$ cat config.mk
export PLATFORM = sky130hd
export DESIGN_NAME = dchn_engine
export DESIGN_NICKNAME = d
export VERILOG_FILES = /design/src/rtl/dchn_pkg.sv /design/src/rtl/dchn_cmd_decode.sv /design/src/rtl/dchn_burst_buf.sv /design/src/rtl/dchn_engine.sv
export SDC_FILE = /design/constraint.sdc
export NUM_CORES = 1
export LEC_CHECK = 0
export BUFFER_PORTS_ARGS = -buffer_cell sky130_fd_sc_hd__buf_2
export CAP_MARGIN = 5
export CORE_MARGIN = 1
export CORE_UTILIZATION = 35
export CTS_BUF_LIST = sky130_fd_sc_hd__clkbuf_2
export DETAILED_ROUTE_END_ITERATION = 6
export SYNTH_ARGS = -nofsm -noshare
export SYNTH_HDL_FRONTEND = slang
export SYNTH_SLANG_ARGS = --single-unit
export TNS_END_PERCENT = 100
$ cat constraint.sdc
create_clock -name clk_i -period 4.9 [get_ports clk_i]
set_input_delay 0.245 -clock clk_i [delete_from_list [all_inputs] [get_ports clk_i]]
set_output_delay 0.245 -clock clk_i [all_outputs]
set_load 0.005 [all_outputs]
$ cat src/rtl/dchn_pkg.sv
package dchn_pkg;
    localparam int WORD_W = 32;
    localparam int LEN_W  = 13;

    // command word field positions
    localparam int F_UNIT      = 14;
    localparam int F_BURST     = 16;
    localparam int F_END_IE    = 21;
    localparam int F_START_IE  = 22;
    localparam int F_PACE_DST  = 28;
    localparam int F_PACE_SRC  = 29;
    localparam int F_INC_DST   = 30;
    localparam int F_INC_SRC   = 31;

    // next-descriptor word flags
    localparam int N_STOP   = 0;
    localparam int N_BRANCH = 1;

    typedef enum logic [2:0] {
        ST_IDLE,
        ST_FETCH,
        ST_CHECK,
        ST_READ,
        ST_WRITE,
        ST_POST
    } dchn_state_e;
endpackage

$ cat src/rtl/dchn_cmd_decode.sv
module dchn_cmd_decode
    import dchn_pkg::*;
#(
    parameter int BUF_BYTES = 32,
    localparam int OFF_W = $clog2(BUF_BYTES) + 1
) (
    input  logic [WORD_W-1:0] cmd_i,
    output logic [LEN_W-1:0]  len_o,
    output logic [2:0]        unit_o,
    output logic [1:0]        size_o,
    output logic [OFF_W-1:0]  burst_o,
    output logic              inc_src_o,
    output logic              inc_dst_o,
    output logic              paced_o
);
    logic [7:0] raw_burst;

    always_comb begin
        len_o     = cmd_i[LEN_W-1:0];
        inc_src_o = cmd_i[F_INC_SRC];
        inc_dst_o = cmd_i[F_INC_DST];
        paced_o   = cmd_i[F_PACE_SRC] | cmd_i[F_PACE_DST];
        unique case (cmd_i[F_UNIT+:2])
            2'd2:    begin unit_o = 3'd2; size_o = 2'd1; end
            2'd3:    begin unit_o = 3'd4; size_o = 2'd2; end
            default: begin unit_o = 3'd1; size_o = 2'd0; end
        endcase
        raw_burst = 8'd4 << cmd_i[F_BURST+:2];
        if (int'(raw_burst) > BUF_BYTES) burst_o = OFF_W'(BUF_BYTES);
        else                             burst_o = OFF_W'(raw_burst);
    end
endmodule

$ cat src/rtl/dchn_burst_buf.sv
module dchn_burst_buf #(
    parameter int BUF_BYTES = 32,
    localparam int OFF_W = $clog2(BUF_BYTES) + 1,
    localparam int IDX_W = $clog2(BUF_BYTES)
) (
    input  logic             clk_i,
    input  logic             rst_ni,
    input  logic             wr_en_i,
    input  logic [OFF_W-1:0] wr_off_i,
    input  logic [2:0]       wr_bytes_i,
    input  logic [31:0]      wr_data_i,
    input  logic [OFF_W-1:0] rd_off_i,
    output logic [31:0]      rd_data_o
);
    logic [7:0] bytes_q [BUF_BYTES];

    for (genvar g = 0; g < BUF_BYTES; g++) begin : g_byte
        int         rel;
        logic       hit;
        logic [1:0] lane;
        always_comb begin
            rel  = g - int'(wr_off_i);
            hit  = (rel >= 0) && (rel < int'(wr_bytes_i));
            lane = rel[1:0];
        end
        always_ff @(posedge clk_i or negedge rst_ni) begin
            if (!rst_ni)              bytes_q[g] <= 8'h00;
            else if (wr_en_i && hit)  bytes_q[g] <= wr_data_i[{lane, 3'b000} +: 8];
        end
    end

    always_comb begin
        rd_data_o = '0;
        for (int k = 0; k < 4; k++) begin
            int idx;
            idx = int'(rd_off_i) + k;
            if (idx < BUF_BYTES) rd_data_o[8*k +: 8] = bytes_q[idx[IDX_W-1:0]];
        end
    end
endmodule

$ cat src/rtl/dchn_engine.sv
module dchn_engine
    import dchn_pkg::*;
#(
    parameter int BUF_BYTES   = 32,
    parameter int BRANCH_SKIP = 32,
    localparam int OFF_W = $clog2(BUF_BYTES) + 1
) (
    input  logic        clk_i,
    input  logic        rst_ni,
    input  logic        run_i,
    input  logic        nofetch_i,
    input  logic        eor_stop_i,
    input  logic        eor_jump_i,
    input  logic        cmp_i,
    input  logic        req_i,
    input  logic        reg_we_i,
    input  logic [1:0]  reg_sel_i,
    input  logic [31:0] reg_wdata_i,
    output logic [31:0] desc_next_o,
    output logic [31:0] desc_src_o,
    output logic [31:0] desc_dst_o,
    output logic [31:0] desc_cmd_o,
    output logic        running_o,
    output logic        ev_start_o,
    output logic        ev_end_o,
    output logic        ev_eor_o,
    output logic        ev_stop_o,
    output logic        mem_req_o,
    output logic        mem_we_o,
    output logic [31:0] mem_addr_o,
    output logic [1:0]  mem_size_o,
    output logic [31:0] mem_wdata_o,
    input  logic [31:0] mem_rdata_i,
    input  logic        mem_ready_i
);
    typedef struct packed {
        dchn_state_e        st;
        logic               running;
        logic [WORD_W-1:0]  nxt;
        logic [WORD_W-1:0]  src;
        logic [WORD_W-1:0]  dst;
        logic [WORD_W-1:0]  cmd;
        logic [WORD_W-1:0]  faddr;
        logic [1:0]         fidx;
        logic [OFF_W-1:0]   nbyte;
        logic [OFF_W-1:0]   burst;
        logic               ev_start;
        logic               ev_end;
        logic               ev_eor;
        logic               ev_stop;
    } dchn_regs_t;

    dchn_regs_t d, q;

    logic [LEN_W-1:0] len;
    logic [2:0]       unit;
    logic [1:0]       size;
    logic [OFF_W-1:0] burst_max;
    logic             inc_src, inc_dst, paced;
    logic             buf_we;
    logic [31:0]      buf_rdata;

    dchn_cmd_decode #(.BUF_BYTES(BUF_BYTES)) u_dec (
        .cmd_i(q.cmd), .len_o(len), .unit_o(unit), .size_o(size),
        .burst_o(burst_max), .inc_src_o(inc_src), .inc_dst_o(inc_dst), .paced_o(paced)
    );

    dchn_burst_buf #(.BUF_BYTES(BUF_BYTES)) u_buf (
        .clk_i(clk_i), .rst_ni(rst_ni), .wr_en_i(buf_we), .wr_off_i(q.nbyte),
        .wr_bytes_i(unit), .wr_data_i(mem_rdata_i), .rd_off_i(q.nbyte), .rd_data_o(buf_rdata)
    );

    function automatic logic [31:0] fetch_base(input logic [31:0] nx, input logic cmp);
        fetch_base = {nx[31:4], 4'h0} + ((nx[N_BRANCH] && cmp) ? 32'(BRANCH_SKIP) : 32'd0);
    endfunction

    logic [LEN_W-1:0] new_len;
    logic [OFF_W-1:0] nb_next;
    logic             go_fetch, go_stop;

    always_comb begin
        d          = q;
        d.ev_start = 1'b0;
        d.ev_end   = 1'b0;
        d.ev_eor   = 1'b0;
        d.ev_stop  = 1'b0;
        mem_req_o  = 1'b0;
        mem_we_o   = 1'b0;
        mem_addr_o = '0;
        buf_we     = 1'b0;
        go_fetch   = 1'b0;
        go_stop    = 1'b0;
        new_len    = len - LEN_W'(q.burst);
        nb_next    = q.nbyte + OFF_W'(unit);

        unique case (q.st)
            ST_IDLE: begin
                if (reg_we_i) begin
                    unique case (reg_sel_i)
                        2'd0: d.nxt = reg_wdata_i;
                        2'd1: d.src = reg_wdata_i;
                        2'd2: d.dst = reg_wdata_i;
                        default: d.cmd = reg_wdata_i;
                    endcase
                end
                if (run_i) begin
                    d.running = 1'b1;
                    if (nofetch_i) d.st = ST_CHECK;
                    else           go_fetch = 1'b1;
                end
            end
            ST_FETCH: begin
                mem_req_o  = 1'b1;
                mem_addr_o = q.faddr + {28'd0, q.fidx, 2'b00};
                if (mem_ready_i) begin
                    d.fidx = q.fidx + 2'd1;
                    unique case (q.fidx)
                        2'd0: d.nxt = mem_rdata_i;
                        2'd1: d.src = mem_rdata_i;
                        2'd2: d.dst = mem_rdata_i;
                        default: begin
                            d.cmd = mem_rdata_i;
                            if (mem_rdata_i[F_PACE_SRC]) d.src[1:0] = 2'b00;
                            if (mem_rdata_i[F_PACE_DST]) d.dst[1:0] = 2'b00;
                            d.ev_start = mem_rdata_i[F_START_IE];
                            d.st       = ST_CHECK;
                        end
                    endcase
                end
            end
            ST_CHECK: begin
                if (!paced || req_i) begin
                    d.nbyte = '0;
                    d.burst = (len < LEN_W'(burst_max)) ? OFF_W'(len) : burst_max;
                    d.st    = (len == '0) ? ST_POST : ST_READ;
                end
            end
            ST_READ: begin
                mem_req_o  = 1'b1;
                mem_addr_o = q.src;
                if (mem_ready_i) begin
                    buf_we  = 1'b1;
                    d.src   = q.src + (inc_src ? 32'(unit) : 32'd0);
                    d.nbyte = nb_next;
                    if (nb_next >= q.burst) begin
                        d.nbyte = '0;
                        d.st    = ST_WRITE;
                    end
                end
            end
            ST_WRITE: begin
                mem_req_o  = 1'b1;
                mem_we_o   = 1'b1;
                mem_addr_o = q.dst;
                if (mem_ready_i) begin
                    d.dst   = q.dst + (inc_dst ? 32'(unit) : 32'd0);
                    d.nbyte = nb_next;
                    if (nb_next >= q.burst) d.st = ST_POST;
                end
            end
            default: begin // ST_POST
                d.cmd[LEN_W-1:0] = new_len;
                d.st             = ST_CHECK;
                if (new_len == '0 && q.cmd[F_END_IE]) d.ev_end = 1'b1;
                if (paced && !req_i) begin
                    d.ev_eor = 1'b1;
                    if (eor_stop_i)                    go_stop  = 1'b1;
                    else if (eor_jump_i && !nofetch_i) go_fetch = 1'b1;
                end
                if (!go_stop && !go_fetch && new_len == '0) begin
                    if (nofetch_i || q.nxt[N_STOP] || eor_stop_i) go_stop  = 1'b1;
                    else                                          go_fetch = 1'b1;
                end
            end
        endcase

        if (go_fetch) begin
            d.st    = ST_FETCH;
            d.fidx  = 2'd0;
            d.faddr = fetch_base(q.nxt, cmp_i);
        end
        if (go_stop) begin
            d.st      = ST_IDLE;
            d.running = 1'b0;
            d.ev_stop = 1'b1;
        end
    end

    always_ff @(posedge clk_i or negedge rst_ni) begin
        if (!rst_ni) begin
            q    <= '0;
            q.st <= ST_IDLE;
        end else begin
            q <= d;
        end
    end

    assign desc_next_o = q.nxt;
    assign desc_src_o  = q.src;
    assign desc_dst_o  = q.dst;
    assign desc_cmd_o  = q.cmd;
    assign running_o   = q.running;
    assign ev_start_o  = q.ev_start;
    assign ev_end_o    = q.ev_end;
    assign ev_eor_o    = q.ev_eor;
    assign ev_stop_o   = q.ev_stop;
    assign mem_size_o  = (q.st == ST_FETCH) ? 2'd2 : size;
    assign mem_wdata_o = buf_rdata;


    addr_hold_chk: assert property (@(posedge clk_i) disable iff (!rst_ni)
        (mem_req_o && !mem_ready_i) |=> (mem_req_o && $stable(mem_addr_o) && $stable(mem_we_o)));


    stop_idle_chk: assert property (@(posedge clk_i) disable iff (!rst_ni)
        ev_stop_o |-> !running_o);


    idle_regs_chk: assert property (@(posedge clk_i) disable iff (!rst_ni)
        (q.st == ST_IDLE && !reg_we_i) |=> ($stable(desc_cmd_o) && $stable(desc_next_o)
                                            && $stable(desc_src_o) && $stable(desc_dst_o)));


    pace_wait_chk: assert property (@(posedge clk_i) disable iff (!rst_ni)
        (q.st == ST_CHECK && paced && !req_i) |=> (q.st == ST_CHECK && !mem_req_o));


    start_after_fetch_chk: assert property (@(posedge clk_i) disable iff (!rst_ni)
        ev_start_o |-> $past(q.st == ST_FETCH));
endmodule

==> impl_metrics.json, run 1 <==
{
  "gr-total-overflow": 0,
  "drtAntennaViolNets": 0,
  "syn_nets": 2861,
  "area_delta_synth_final_pct": 17.1,
  "p_seq_share_pct": 31.8,
  "pre_cts_ws_ns": 1.04,
  "synth-seq-cells": 434,
  "cts_tree": "yes",
  "p_int_mw": 11.3,
  "antenna_found_initial": 5,
  "total_power_mw": 20.8,
  "worstPathCellList": "inv_1, ha_4, buf_12, mux4_2, mux4_2, mux2i_1, nor2_1, buf_2",
  "p_per_area_nw_per_um2": 559,
  "r2r_setup_slack_ns": 0.25,
  "worst_ep_arrival_time_ns": 4.54,
  "numCtsBuffers": 118,
  "setup_tns_ns": 0,
  "min_period_ns": 4.79,
  "leakage_nw": 15.9,
  "skew_ns": 0.0647,
  "clock_sinks": 434,
  "irDropWorstVdd_v": 0.000295,
  "ff2ff_path_depth": 14,
  "die_w_um": 303,
  "grt_pass1_wl_mm": 181,
  "syn_avg_cell_area_um2": 11.7,
  "cts_max_level": 3,
  "drv_cap": 0,
  "synth-edff-count": 0,
  "crit_path_end_kind": "primary output",
  "clk_pin_slew_worst_paths_ns": 0.11,
  "clkPwrFrac_pct": 14.1,
  "cts_root_buf": "clkbuf_2",
  "ys_types": 85,
  "async_flop_share_pct": 100,
  "startpoint_type": "flip-flop",
  "final_max_slew_viol_count": 0,
  "hold_path_class": "primary input to flip-flop",
  "core_area_um2": 90000,
  "drive_above_1_share_pct": 38.0,
  "cp.depth": 8,
  "grt_pass1_vias": 26515,
  "power.switching_mw": 9.47,
  "clock_path_buffers": 3,
  "maxSlewHeadroom_pct": 18.4,
  "p_sw_share_pct": 45.5,
  "r2r_start": "desc_cmd_o[15]",
  "place.gp.congestion": 0.972,
  "worstSkewPairLatency_ns": 1.30,
  "drt_iter0_markers": 3596,
  "r2r-end": "desc_dst_o[26]",
  "worstSetupPathType": "flip-flop to primary output",
  "grt_max_degree": 153,
  "ys_seq_area_share_pct": 34.2,
  "cp-startpoint": "q[11]",
  "combPwrFrac_pct": 54.1,
  "yosys_warnings": 0,
  "critPathSlowestCell": "dfrtp_4",
  "synthFlopType": "dfrtp_1",
  "via_count": 27133,
  "track_usage_pct": 26.6,
  "finalWorstSetupSlack_ns": 0.115,
  "cp_max_fo": 80,
  "fin_crit_sh_pct": 97.7,
  "dp_hpwl_mm": 83.2,
  "die_area_um2": 92000,
  "timing.fmax_mhz": 209,
  "status": "complete, no violations",
  "viasPerCell": 6.20,
  "cp_slowest_stage_delay_ns": 0.64,
  "hold_violations": 0,
  "crit_end": "mem_wdata_o[15]",
  "firstDrtPassIters": 6,
  "setup_viol": 0,
  "ios": 277,
  "drt-wirelength-per-cell_um": 28.0,
  "synthesis.instances": 2721,
  "finalCoreUtilization_pct": 41.3,
  "rows": 110,
  "crit_buf_inv": 3,
  "syn-cell-area_um2": 31800,
  "io_buffers": 276,
  "critPathTopFamily": "multiplexers",
  "tightest_slew_ns": 1.22,
  "die_h_um": 303,
  "cp_data_required_time_ns": 4.66,
  "grt_setup_unrepaired": "no",
  "path_common_cell": "mux4_2",
  "route.detailed.drc": 0,
  "routed_wl_mm": 123,
  "whs_ns": 0.120,
  "final_nets": 3241,
  "initial_core_util_pct": 35.3
}
final cells by class:
class                           count  area [um2]
Sequential cell                   434       10900
Tap cell                         1176        1470
Fill cell                        8662       52800
Inverter                           44         165
Multi-Input combinational cell   1929       19200
Antenna cell                        5        12.5
Clock inverter                     42         293
Timing Repair Buffer              574        4310
Clock buffer                      172         861
synth_stat cells (all sizes together), types with 5 or more instances:
cell type | number | area share, %
a22oi | 31 | 0.73
o22a | 14 | 0.39
nor4 | 12 | 0.28
nand3 | 48 | 0.77
mux2i | 70 | 2.2
fa | 5 | 0.32
a21oi | 133 | 2.1
a31oi | 15 | 0.32
inv | 43 | 0.51
or2 | 6 | 0.13
xnor2 | 32 | 0.88
nand4 | 19 | 0.39
nor2 | 149 | 1.8
nor2b | 16 | 0.32
nor3 | 33 | 0.57
mux4 | 352 | 25
buf | 187 | 3.9
a21o | 18 | 0.43
mux2 | 262 | 9.3
nand2 | 224 | 2.7
and3 | 32 | 0.63
a22o | 11 | 0.30
and2 | 15 | 0.30
or3 | 8 | 0.16
a222oi | 8 | 0.25
o21ai | 197 | 3.1
nor3b | 6 | 0.14
o22ai | 21 | 0.41
o211ai | 7 | 0.18
a221oi | 17 | 0.47
a211oi | 5 | 0.13
ha | 59 | 2.3
xor2 | 25 | 0.69
dfrtp | 434 | 34
nand2b | 13 | 0.26
clkbuf | 127 | 1.5
o21a | 5 | 0.12
worst min-delay path by stage:
stage | slack (ns) | cells past startpoint | from | endpoint
final | 0.12 | 4 | mem_rdata_i[12] | desc_next_o[12]
after global routing | 0.07 | 4 | mem_rdata_i[18] | desc_cmd_o[18]
after CTS | 0.008 | 4 | mem_rdata_i[12] | desc_next_o[12]
after detailed placement | 0.35 | 1 | rst_ni | q[6]
after global placement | 0.32 | 1 | rst_ni | ev_start_o
after floorplan | -0.05 | 0 | rst_ni | desc_cmd_o[0]
registers in the layout, summed over array words and instances (netlist names):
signal and count:
u_buf.bytes_q 256, ev_eor_o 1, running_o 1, q 45, desc_dst_o 32, ev_stop_o 1
desc_next_o 32, ev_start_o 1, desc_src_o 32, desc_cmd_o 32, ev_end_o 1
cells in the final DEF, fill, tap and decap left out, types with 24 or more instances in the layout:
master | netlist | routed
a21oi_1 | 133 | 132
a22oi_1 | 31 | 31
and3_1 | 32 | 32
buf_2 | 12 | 275
buf_4 | 133 | 77
clkbuf_2 | 0 | 172
clkinv_1 | 1 | 33
dfrtp_1 | 434 | 429
dlygate4sd3_1 | 0 | 209
ha_1 | 59 | 58
inv_1 | 41 | 41
mux2_2 | 259 | 259
mux2i_1 | 70 | 67
mux4_2 | 352 | 352
nand2_1 | 223 | 223
nand3_1 | 47 | 47
nor2_1 | 147 | 146
nor3_1 | 30 | 30
o21ai_0 | 183 | 182
xnor2_1 | 32 | 25
xor2_1 | 25 | 24
logic make-up after synthesis:
group | after synthesis | share of synthesized area, %
muxes | 684 | 36.5
and+or+nand+nor | 600 | 8.99
AOI/OAI and AO/OA | 524 | 10.2
DFF | 434 | 34.2
buffers and inverters | 358 | 5.94
adders and majority gates | 64 | 2.64
xor gates and xnor gates | 57 | 1.57
per-layer routing:
layer / GRT usage, % / up-vias / part of all wire (%)
met1: 33.9 / 13705 / 38
li1: - / 11217 / -
met4: 15.5 / 0 / 6.1
met3: 7.40 / 384 / 11
met2: 40.6 / 1827 / 45
met5: 0 / - / 0
through the flow:
stage,instances,cell area (um2)
floorplan,2721,31800
global placement,3945,33800
detailed placement,3945,33800
CTS,4371,37200
global route,4375,37200
finish,4376,37200
repair_timing:
item	4_1_cts	5_1_grt
resized for setup	4	5
pin swaps	0	0
setup endpoints to repair	16	4
hold buffers	210	0
endpoints found under the hold margin	853	0
gates cloned	1	0
setup buffers	1	0
power groups by stage:
stage,sequential [mW],clock (mW),combinational (mW)
floorplan,5.79,0,7.78
global placement,6.54,0,10.4
detailed placement,6.57,0,10.5
CTS,6.51,3.00,11.1
global route,6.75,3.18,12.1
finish,6.61,2.94,11.3
tightest hold or removal path, cell delays in order:
cell and delay (ns):
dlygate4sd3_1 0.52, buf_2 0.26, mux2i_1 0.23, o21ai_0 0.11
Power figures use the tool's default switching activity.
==> run 2, diff against run 1 <==
- CORE_UTILIZATION: 35 -> 47
- PLACE_DENSITY: default -> 0.68
==> run 2 against run 1 <==
The run now ends with design-rule violations left. Die area is 25% lower. First-iteration DRC count grew 2.9%. Non-clock buffer count down 12. Count of clock-buffer cells in the layout is 7 lower. Sequential cell count stayed put. Fmax rose by 0.95%. Register-to-register slack worse by 0.06 ns. Utilization increased by 14 points. Total power shrank 1.1%. Sequential share of layout area increased by 0.51 points. Largest power group unchanged.
==> impl_metrics.json, run 2 (synthesis results as in run 1) <==
{
  "status": "finished, violations left",
  "violations": "design-rule violations",
  "hold_violations": 0,
  "min_period_ns": 4.74,
  "cts_max_level": 3,
  "fin_crit_sh_pct": 96.7,
  "hold_path_class": "primary input to flip-flop",
  "antenna_found_initial": 4,
  "grt_pass1_wl_mm": 175,
  "cp_data_required_time_ns": 4.66,
  "io_buffers": 276,
  "grt_setup_unrepaired": "no",
  "worstSkewPairLatency_ns": 1.30,
  "leakage_nw": 15.7,
  "track_usage_pct": 34.5,
  "finalWorstSetupSlack_ns": 0.160,
  "final_cell_mix": "428 x dfrtp_1, 352 x mux4_2, 275 x buf_2",
  "pre_cts_ws_ns": 0.683,
  "dp_hpwl_mm": 79.1,
  "tightest_slew_ns": 1.26,
  "drt-wirelength-per-cell_um": 29.0,
  "p_per_area_nw_per_um2": 563,
  "drtAntennaViolNets": 0,
  "critPathSlowestCell": "dfrtp_2",
  "place_area_um2": 33300,
  "die_area_um2": 68600,
  "worstSetupPathType": "flip-flop to primary output",
  "setup_tns_ns": 0,
  "numCtsBuffers": 117,
  "worst_ep_arrival_time_ns": 4.50,
  "regMostFlops": "u_buf.bytes_q",
  "clk_pin_slew_worst_paths_ns": 0.12,
  "maxSlewHeadroom_pct": 16.2,
  "largest_reg_flops": 256,
  "cp_slowest_stage_delay_ns": 0.84,
  "cp_max_fo": 21,
  "drt_iter0_markers": 3699,
  "top_regs": "u_buf.bytes_q: 256 flops, q: 45 flops",
  "crit_buf_inv": 4,
  "startpoint_type": "flip-flop",
  "core_area_um2": 66300,
  "route.detailed.drc": 5,
  "fin_area_um2": 36600,
  "crit_path_end_kind": "primary output",
  "skew_ns": 0.153,
  "die_h_um": 262,
  "gr-total-overflow": 0,
  "rows": 94,
  "grt_pass1_vias": 27413,
  "timing.fmax_mhz": 211,
  "placed_cells": 3621,
  "cts_root_buf": "clkbuf_2",
  "irDropWorstVdd_v": 0.000306,
  "drive_above_1_share_pct": 37.8,
  "firstDrtPassIters": 7,
  "path_common_cell": "buf_4",
  "routed_wl_mm": 118,
  "fin_cells": 4046,
  "via_count": 27596,
  "grt_max_degree": 162,
  "clock_sinks": 434,
  "ios": 277,
  "cts_tree": "yes",
  "drv_cap": 0,
  "place.gp.congestion": 0.960,
  "worstPathCellList": "clkinv_1, buf_4, xnor2_2, buf_4, mux4_2, mux2i_1, nor2_1, buf_2",
  "final_max_slew_viol_count": 0,
  "clock_path_buffers": 3,
  "die_w_um": 262,
  "viasPerCell": 6.82,
  "finalCoreUtilization_pct": 55.1,
  "critPathTopFamily": "buffers and inverters",
  "initial_core_util_pct": 47.9,
  "area_delta_synth_final_pct": 15.1,
  "layout_commonest_cell": "dfrtp_1",
  "final_nets": 3228,
  "setup_viol": 0
}
## run 2: cell count changes in the layout (fill, tap and decap cells not counted), moves of 2 or more
cell / change
xnor2_2: -3
buf_4: -10
bufinv_16: -4
inv_6: +2
clkinv_2: +10
clkbuf_2: -7
xnor2_1: +3
clkinv_1: -5
diode_2: -4
## run 2: cell type report
type | count | area, um2
well taps | 864 | 1080
clock buffers | 165 | 826
clock inverters | 47 | 236
inverters | 44 | 165
flip-flops and latches | 434 | 10900
repair buffers | 562 | 4200
multi-input cells | 1929 | 19200
diodes | 1 | 2.50
fillers | 5633 | 29800
## run 2: per-layer routing
layer / part of all wire, % / vias to the layer above / track usage [%]
met5: 0.067 / - / 0.694
met4: 6.7 / 4 / 21.2
met2: 45 / 2254 / 52.4
li1: - / 11152 / -
met1: 35 / 13702 / 43.9
met3: 13 / 484 / 9.46
## run 2: metrics by stage
step	hold WS, ns	power [mW]
finish	0.129	20.6
global route	0.0927	21.6
CTS	0.00339	20.2
detailed placement	0.396	16.9
global placement	0.385	16.6
floorplan	-0.0506	13.6
## run 2: power breakdown
group / internal (mW) / switching, mW / leakage [nW] / total (mW)
Sequential: 4.77 / 1.82 / 5.65 / 6.59
Combinational: 5.35 / 5.91 / 9.27 / 11.3
Clock: 0.990 / 1.72 / 0.821 / 2.71
Total: 11.1 / 9.45 / 15.7 / 20.6
## run 2: tightest hold or removal path, cell delays in order
cell,delay [ns]
dlygate4sd3_1,0.53
buf_2,0.13
mux2i_1,0.21
o21ai_0,0.24
## run 2: final timing paths
path / cells after the start / slack, ns / from / to
worst max-delay path: 8 / 0.16 / q[13] / mem_wdata_o[26]
worst min-delay path: 4 / 0.13 / reg_wdata_i[14] / desc_next_o[14]
worst max register to register: 14 / 0.19 / desc_cmd_o[15] / desc_dst_o[26]
worst min register to register: 2 / 0.49 / q[29] / q[29]
max in group asynchronous: 4 / 4.00 / rst_ni / u_buf.bytes_q[254]
min in group asynchronous: 4 / 0.24 / rst_ni / u_buf.bytes_q[247]
## run 2: what timing repair did
item / 4_1_cts / 5_1_grt
endpoints found under the setup margin: 9 / 5
hold endpoints to repair: 847 / 0
gates resized for setup: 3 / 5
buffers inserted: 1 / 0
hold buffers: 211 / 0
